File: src/rtl/dbn_pkg.sv
package dbn_pkg;

    localparam int unsigned RUN_LEN   = 3;
    localparam int unsigned RUN_W     = 2;
    localparam int unsigned STATE_W   = RUN_W + 1;

    // bit 2: confirmed level, bits 1:0: opposite-sample run length
    typedef enum logic [STATE_W-1:0] {
        ST_LO_STEADY = 3'b000,
        ST_LO_SAW1   = 3'b001,
        ST_LO_SAW11  = 3'b010,
        ST_HI_STEADY = 3'b100,
        ST_HI_SAW0   = 3'b101,
        ST_HI_SAW00  = 3'b110
    } dbn_state_e;

    typedef struct packed {
        logic             level;
        logic [RUN_W-1:0] run;
    } dbn_view_t;

    localparam dbn_state_e RESET_STATE = ST_HI_STEADY;

    function automatic dbn_view_t dbn_split(input logic [STATE_W-1:0] code);
        dbn_view_t v;
        v.level = code[STATE_W-1];
        v.run   = code[RUN_W-1:0];
        return v;
    endfunction

    function automatic logic dbn_is_legal(input logic [STATE_W-1:0] code);
        dbn_view_t v;
        v = dbn_split(code);
        return (v.run < RUN_W'(RUN_LEN - 1)) || (v.run == RUN_W'(RUN_LEN - 1));
    endfunction

    function automatic logic [STATE_W-1:0] dbn_step(input logic [STATE_W-1:0] code,
                                                    input logic sample);
        dbn_view_t cur;
        dbn_view_t nxt;
        cur = dbn_split(code);
        if (!dbn_is_legal(code)) begin
            nxt = dbn_split(RESET_STATE);
        end else if (sample == cur.level) begin
            nxt.level = cur.level;
            nxt.run   = '0;
        end else if (cur.run == RUN_W'(RUN_LEN - 1)) begin
            nxt.level = ~cur.level;
            nxt.run   = '0;
        end else begin
            nxt.level = cur.level;
            nxt.run   = cur.run + RUN_W'(1);
        end
        return nxt;
    endfunction

endpackage

File: src/rtl/dbn_step_logic.sv
module dbn_step_logic
    import dbn_pkg::*;
(
    input  logic [STATE_W-1:0] cur_state,
    input  logic               sample,
    output logic [STATE_W-1:0] nxt_state
);

    always_comb begin
        nxt_state = dbn_step(cur_state, sample);
    end

endmodule

File: src/rtl/dbn_state_reg.sv
module dbn_state_reg
    import dbn_pkg::*;
(
    input  logic               clk,
    input  logic               rst,
    input  logic               load,
    input  logic [STATE_W-1:0] d,
    output logic [STATE_W-1:0] q
);

    always_ff @(posedge clk) begin
        if (rst) begin
            q <= RESET_STATE;
        end else if (load) begin
            q <= d;
        end
    end

    AST_RESET_STATE: assert property (@(posedge clk) rst |=> (q == RESET_STATE));

    AST_HOLD_IDLE: assert property (@(posedge clk) disable iff (rst)
        !load |=> $stable(q));

endmodule

File: src/rtl/dbn_out_dec.sv
module dbn_out_dec
    import dbn_pkg::*;
(
    input  logic [STATE_W-1:0] state,
    output logic               level
);

    dbn_view_t v;

    always_comb begin
        v = dbn_split(state);
        if (dbn_is_legal(state)) begin
            level = v.level;
        end else begin
            level = dbn_split(RESET_STATE).level;
        end
    end

endmodule

File: src/rtl/debounce3_filter.sv
module debounce3_filter
    import dbn_pkg::*;
(
    input  logic       clk,
    input  logic       rst,
    input  logic       smp_en,
    input  logic       raw_in,
    output logic       filt_out,
    output logic [2:0] dbg_state
);

    logic [STATE_W-1:0] state_q;
    logic [STATE_W-1:0] state_d;
    dbn_view_t          cur_v;

    dbn_step_logic u_step (
        .cur_state (state_q),
        .sample    (raw_in),
        .nxt_state (state_d)
    );

    dbn_state_reg u_reg (
        .clk  (clk),
        .rst  (rst),
        .load (smp_en),
        .d    (state_d),
        .q    (state_q)
    );

    dbn_out_dec u_dec (
        .state (state_q),
        .level (filt_out)
    );

    assign dbg_state = state_q;

    always_comb begin
        cur_v = dbn_split(state_q);
    end

    AST_RUN_FIELD_OK: assert property (@(posedge clk) disable iff (rst)
        cur_v.run != 2'b11);

    AST_OUT_IS_LEVEL: assert property (@(posedge clk) disable iff (rst)
        filt_out == cur_v.level);

    AST_MATCH_CLEARS: assert property (@(posedge clk) disable iff (rst)
        (smp_en && raw_in == cur_v.level) |=> (cur_v.run == 2'b00 && $stable(filt_out)));

    AST_RUN_ADVANCE: assert property (@(posedge clk) disable iff (rst)
        (smp_en && raw_in != cur_v.level && cur_v.run != 2'b10)
        |=> (cur_v.run == $past(cur_v.run) + 2'b01 && $stable(filt_out)));

    AST_FLIP_ON_THIRD: assert property (@(posedge clk) disable iff (rst)
        (smp_en && raw_in != cur_v.level && cur_v.run == 2'b10)
        |=> (filt_out == $past(raw_in) && cur_v.run == 2'b00));

endmodule

File: config.mk
export PLATFORM = sky130hd
export DESIGN_NAME = debounce3_filter
export DESIGN_NICKNAME = d
export VERILOG_FILES = /design/src/rtl/dbn_pkg.sv /design/src/rtl/dbn_step_logic.sv /design/src/rtl/dbn_state_reg.sv /design/src/rtl/dbn_out_dec.sv /design/src/rtl/debounce3_filter.sv
export SDC_FILE = /design/constraint.sdc
export NUM_CORES = 1
export LEC_CHECK = 0
export BUFFER_PORTS_ARGS = -buffer_cell sky130_fd_sc_hd__buf_2
export CAP_MARGIN = 20
export CORE_AREA = 4 4 41 43
export CTS_CLUSTER_DIAMETER = 150
export DETAILED_ROUTE_END_ITERATION = 12
export DIE_AREA = 0 0 45 47
export GPL_ROUTABILITY_DRIVEN = 0
export HOLD_SLACK_MARGIN = 0.15
export SKIP_CTS_REPAIR_TIMING = 1
export SLEW_MARGIN = 15
export SYNTH_ARGS = -nofsm -noshare
export SYNTH_HDL_FRONTEND = slang
export SYNTH_SLANG_ARGS = --single-unit
File: constraint.sdc
create_clock -name clk -period 2.3 [get_ports clk]
set_clock_uncertainty 0.1 [all_clocks]
set_input_delay 0.345 -clock clk [delete_from_list [all_inputs] [get_ports clk]]
set_output_delay 0.345 -clock clk [all_outputs]
set_load 0.1 [all_outputs]
* After elaboration in Yosys (flattened, before gate mapping) *
Index checks and enable logic that the tools add are counted.

word-level totals
  register bits = 3
  input bits = 4
  output and inout port bits = 4
  logic and storage cells = 15

operators by class
  $add $sub $neg = 1
  order comparisons = 1
  eq/ne operators = 4
  mux-type cells = 4
  bitwise logic cells = 1
  reduce and logical (&&, ||, !) cells = 2

operators by type and width
  operator             number
  $mux 3               3
  $reduce_and 3->1     1
  $add 2x1->2 const B  1
  $eq 2x2->1 const B   1
  $lt 2x2->1 const B   1
  $ne 2x1->1 const B   1
  $ne 2x2->1 const B   1
  $eq 1x1->1           1
  $logic_or 1x1->1     1
  $mux 1               1
  $not 1->1            1

* Logic depth before layout (Yosys ltp) *
  word-level depth = 4
  gate-level depth with buffers = 2
  mapped depth without buffers = 2

* Modules after synthesis *
From an unflattened synthesis, not the netlist that was laid out.

second synthesis, totals
  cell total of the unflattened synthesis = 16
  area, all modules = 148.9 um2

modules (own cells, without submodules)
  module          times used  cells an instance  area each (um2)  sequential area each (um2)
  dbn_state_reg   1           9                  102.6            60.1
  dbn_step_logic  1           6                  38.8             0.0
  dbn_out_dec     1           1                  7.5              0.0

* Worst setup path after synthesis *
No wires, ideal clock.

  path type = register -> output
  start = reg u_reg.q[1]
  end = out filt_out
  arrival = 1.581 ns
  data required time = 1.855 ns
  slack = 0.274 ns
  stages on the path, launching flop included = 2
  buffers on the path = 0
  cells stage by stage = dfxtp_1 -> a21o_2

on the way
  cells in the longest elaborated chain, start to end = 3
  elaborated cells between the ends (all ways) = 4
  those cells by class = order compare: 1; eq/ne: 1; mux: 1; reduce/logical: 1

RTL lines
  element                                   RTL line               text
  from (decl)                               dbn_state_reg.sv:8     output logic [STATE_W-1:0] q
  from (signal assigned)                    dbn_state_reg.sv:13    q <= RESET_STATE;
  from (signal assigned)                    dbn_state_reg.sv:15    q <= d;
  $lt 2x2->1 or $eq 2x2->1 (tied branches)  dbn_pkg.sv:34          return (v.run < RUN_W'(RUN_LEN - 1)) || (v.run == RUN_W'(RUN_LEN - 1));
  $logic_or 1x1->1 (*)                      dbn_pkg.sv:34
  $mux 1 (*)                                dbn_out_dec.sv:12      if (dbn_is_legal(state)) begin
  to (decl)                                 debounce3_filter.sv:8  output logic filt_out,

Every way passes the cells marked *; elsewhere a longest branch is shown, timed or not.

* Worst setup path in the final report *
Ends and elaborated chain as after synthesis.

==> results.md <==
- Status: finished clean
- WHS: 0.2526 ns
- Worst vdd ir: 0.0001039 V
- Die Wd: 45 um
- Post-Syn Area: 146.4 um2
- Critical path's slowest cell: buf_2
- Biggest regs: u_reg.q: 3 flops
- Area Overhead vs Synth: 54.70%
- Final Hold Fails: 0
- RSZ-0062 raised after global routing: no
- Die ar.: 2115 um2
- DRC errors left: 0
- Hold Crit Depth: 2
- Mux cell area share after synthesis: 0
- Vias in the first global route: 132
- Static Leak: 0.09559 nW
- Yosys reg bits: 3
- Initial drt markers: 3
- Antenna violations before repair: 0
- Worst Hold Path EP: u_reg.q[1]$_SDFFE_PP0P_
- Crit path cell chain: a21o_2 -> buf_2
- Syn Nets: 18
- Slew Viols, Final: 0
- Io pins: 8
- Xor and xnor area share after synthesis: 0.05983
- CTS tree: built
- Drt wl/cell: 8.375 um
- Seq/Total Area, Yosys: 0.4103
- Largest family of logic cells by synthesized area: compound AO/OA/AOI/OAI gates
- TritonCTS sink count: 3
- Average size of a mapped cell: 10.46 um2
- Biggest register: u_reg.q
- Cells after Synth: 14
- PD cells: 754.7 nW/um2
- Dpl ws: 0.9012 ns
- Rel. slew slack: 0.6778
- Post-DRT Antenna Nets: 0
- Fin crit period: 1.636 ns
- FMAX: 611.1 MHz
- Final Worst Setup Slack: 0.6636 ns
- Filler Cell Count: 151
- Adder-cell share of the synthesized area: 0
- Startpoint Class: flop
- Largest stage delay, worst path: 0.41 ns
- CP arrival: 1.19 ns
- Compound-Gate Fraction of Synth Area: 0.2650
- Worst R2R End: u_reg.q[0]$_SDFFE_PP0P_
- Worst Path Required: 1.86 ns
- Final WL: 335 um
- Crit. End Element: output pin
- Core Box Area: 1301 um2
- Total congestion overflow: 0
- Final setup violation count: 0
- Vias per cell: 3.825
- Nets: 30
- First drt pass iteration count: 2
- Total CTS buffers: 3
- Clk Latency, worst-skew pair: 0.23 ns
- Port Buf Inserts: 7
- Hold crit path type: primary input to flop
- R2R Path Start: u_reg.q[0]$_SDFFE_PP0P_
- Cells on worst reg2reg path: 2
- Final TNS setup: 0 ns
- Top cell type's share of synthesized area: 0.4103
- Post-synth top area cell: dfxtp_1
- # H-tree levels: 1
- Layout cells sized above 1: 0.5200
- Hold Startpoint: rst
- Ant. Diodes: 0
- Starting Density: 0.1125
- Crit path depth: 2
- CP max FO: 7
- Fin crit share: 0.7115
- Bufs and invs on worst path: 1
- Largest net degree at the start of global routing: 8
- YS warnings: 0
- Reg2reg setup slack: 1.12 ns
- Clk Tree Root Cell: clkbuf_4
- Clock Tree Buf Depth: 2
- Critical path class: flop to output pin
- Largest cells by area after synthesis: dfxtp_1 (41%), and4bb_2 (8.5%), or4b_1 (6.8%), a21o_2 (6.0%), o32ai_1 (6.0%)
- Via count: 153
- Cell family with most CP delay: buffers and inverters
- Simple logic cell fraction of the synthesized area: 0.2393
- Netlist cell types: 12
- Global Route Usage Sum: 0.04180
- CTS clk-pin slew, worst paths: 0.03 ns
- DIE HEIGHT: 47 um
- Worst slew pin tran: 0.4867 ns
- Max FFs per register: 3
- Max Cap Viol: 0
- # rows: 13
- First-pass GRT wire length: 489 um
==> per-stage QoR <==
stage / cells / util / cell area [um2] / total power, W
2_1_floorplan: 14 / - / 146.4 / 0.00007427
3_3_place_gp: 36 / 0.1538 / 200.2 / 0.00008099
3_5_place_dp: 36 / 0.1538 / 200.2 / 0.00008120
4_1_cts: 40 / 0.1740 / 226.5 / 0.0001764
5_1_grt: 40 / 0.1740 / 226.5 / 0.0001836
6_report: 40 / 0.1740 / 226.5 / 0.0001709
==> worst max path at each step <==
stage	startpoint	endpoint	slack, ns
2_1_floorplan	u_reg.q[1]$_SDFFE_PP0P_	filt_out	0.27
3_3_place_gp	u_reg.q[1]$_SDFFE_PP0P_	filt_out	0.90
3_5_place_dp	u_reg.q[1]$_SDFFE_PP0P_	filt_out	0.90
4_1_cts	u_reg.q[1]$_SDFFE_PP0P_	filt_out	0.65
5_1_grt	u_reg.q[1]$_SDFFE_PP0P_	filt_out	0.61
6_report	u_reg.q[1]$_SDFFE_PP0P_	filt_out	0.66
==> cell families after synthesis <==
| family | after synthesis |
|---|---|
| and+or+nand+nor | 4 |
| DFF | 3 |
| xor gates and xnor gates | 1 |
| AOI/OAI and AO/OA | 5 |
| buffers and inverters | 1 |
==> cell usage after synthesis <==
cell      n
o32ai_1   1
o21bai_1  1
or3b_2    1
dfxtp_1   3
inv_1     1
xnor2_1   1
nand2_1   1
a21oi_1   1
o41ai_1   1
a21o_2    1
or4b_1    1
and4bb_2  1
==> power by group <==
part | leakage, nW | internal [W] | switching, W
Sequential | 0.0244 | 0.0000540 | 0.00000215
Combinational | 0.0562 | 0.00000641 | 0.0000178
Clock | 0.0150 | 0.0000649 | 0.0000256
Total | 0.0956 | 0.000125 | 0.0000456
==> cell type report <==
class	count	area (um2)	area share
Multi-Input combinational cell	10	82.58	0.3646
Sequential cell	3	60.06	0.2652
Timing Repair Buffer	7	35.03	0.1547
Clock buffer	4	26.28	0.1160
Tap cell	15	18.77	0.08287
Inverter	1	3.754	0.01657
==> layer usage <==
layer  global-route usage  share of wire  vias up
li1                     -              -       79
met1              0.03167           0.41       68
met2              0.04237           0.44        6
met3              0.04598           0.15        0
met4              0.07018              0        0
met5                    0              0        -
==> worst register-to-register path: cells and delay by family (launching register included) <==
kind / cells / cell delay, ns
DFF: 1 / 0.34
and+or+nand+nor: 1 / 0.52
AOI/OAI and AO/OA: 1 / 0.12
==> placed cells by master, fill, tap and decap left out <==
cell	instances
a21o_2	1
a21oi_1	1
and4bb_2	1
buf_2	7
clkbuf_1	1
clkbuf_4	3
dfxtp_1	3
inv_1	1
nand2_1	1
o21bai_1	1
o32ai_1	1
o41ai_1	1
or3b_2	1
or4b_1	1
xnor2_1	1
No activity file was read; power rests on OpenSTA's default activity.
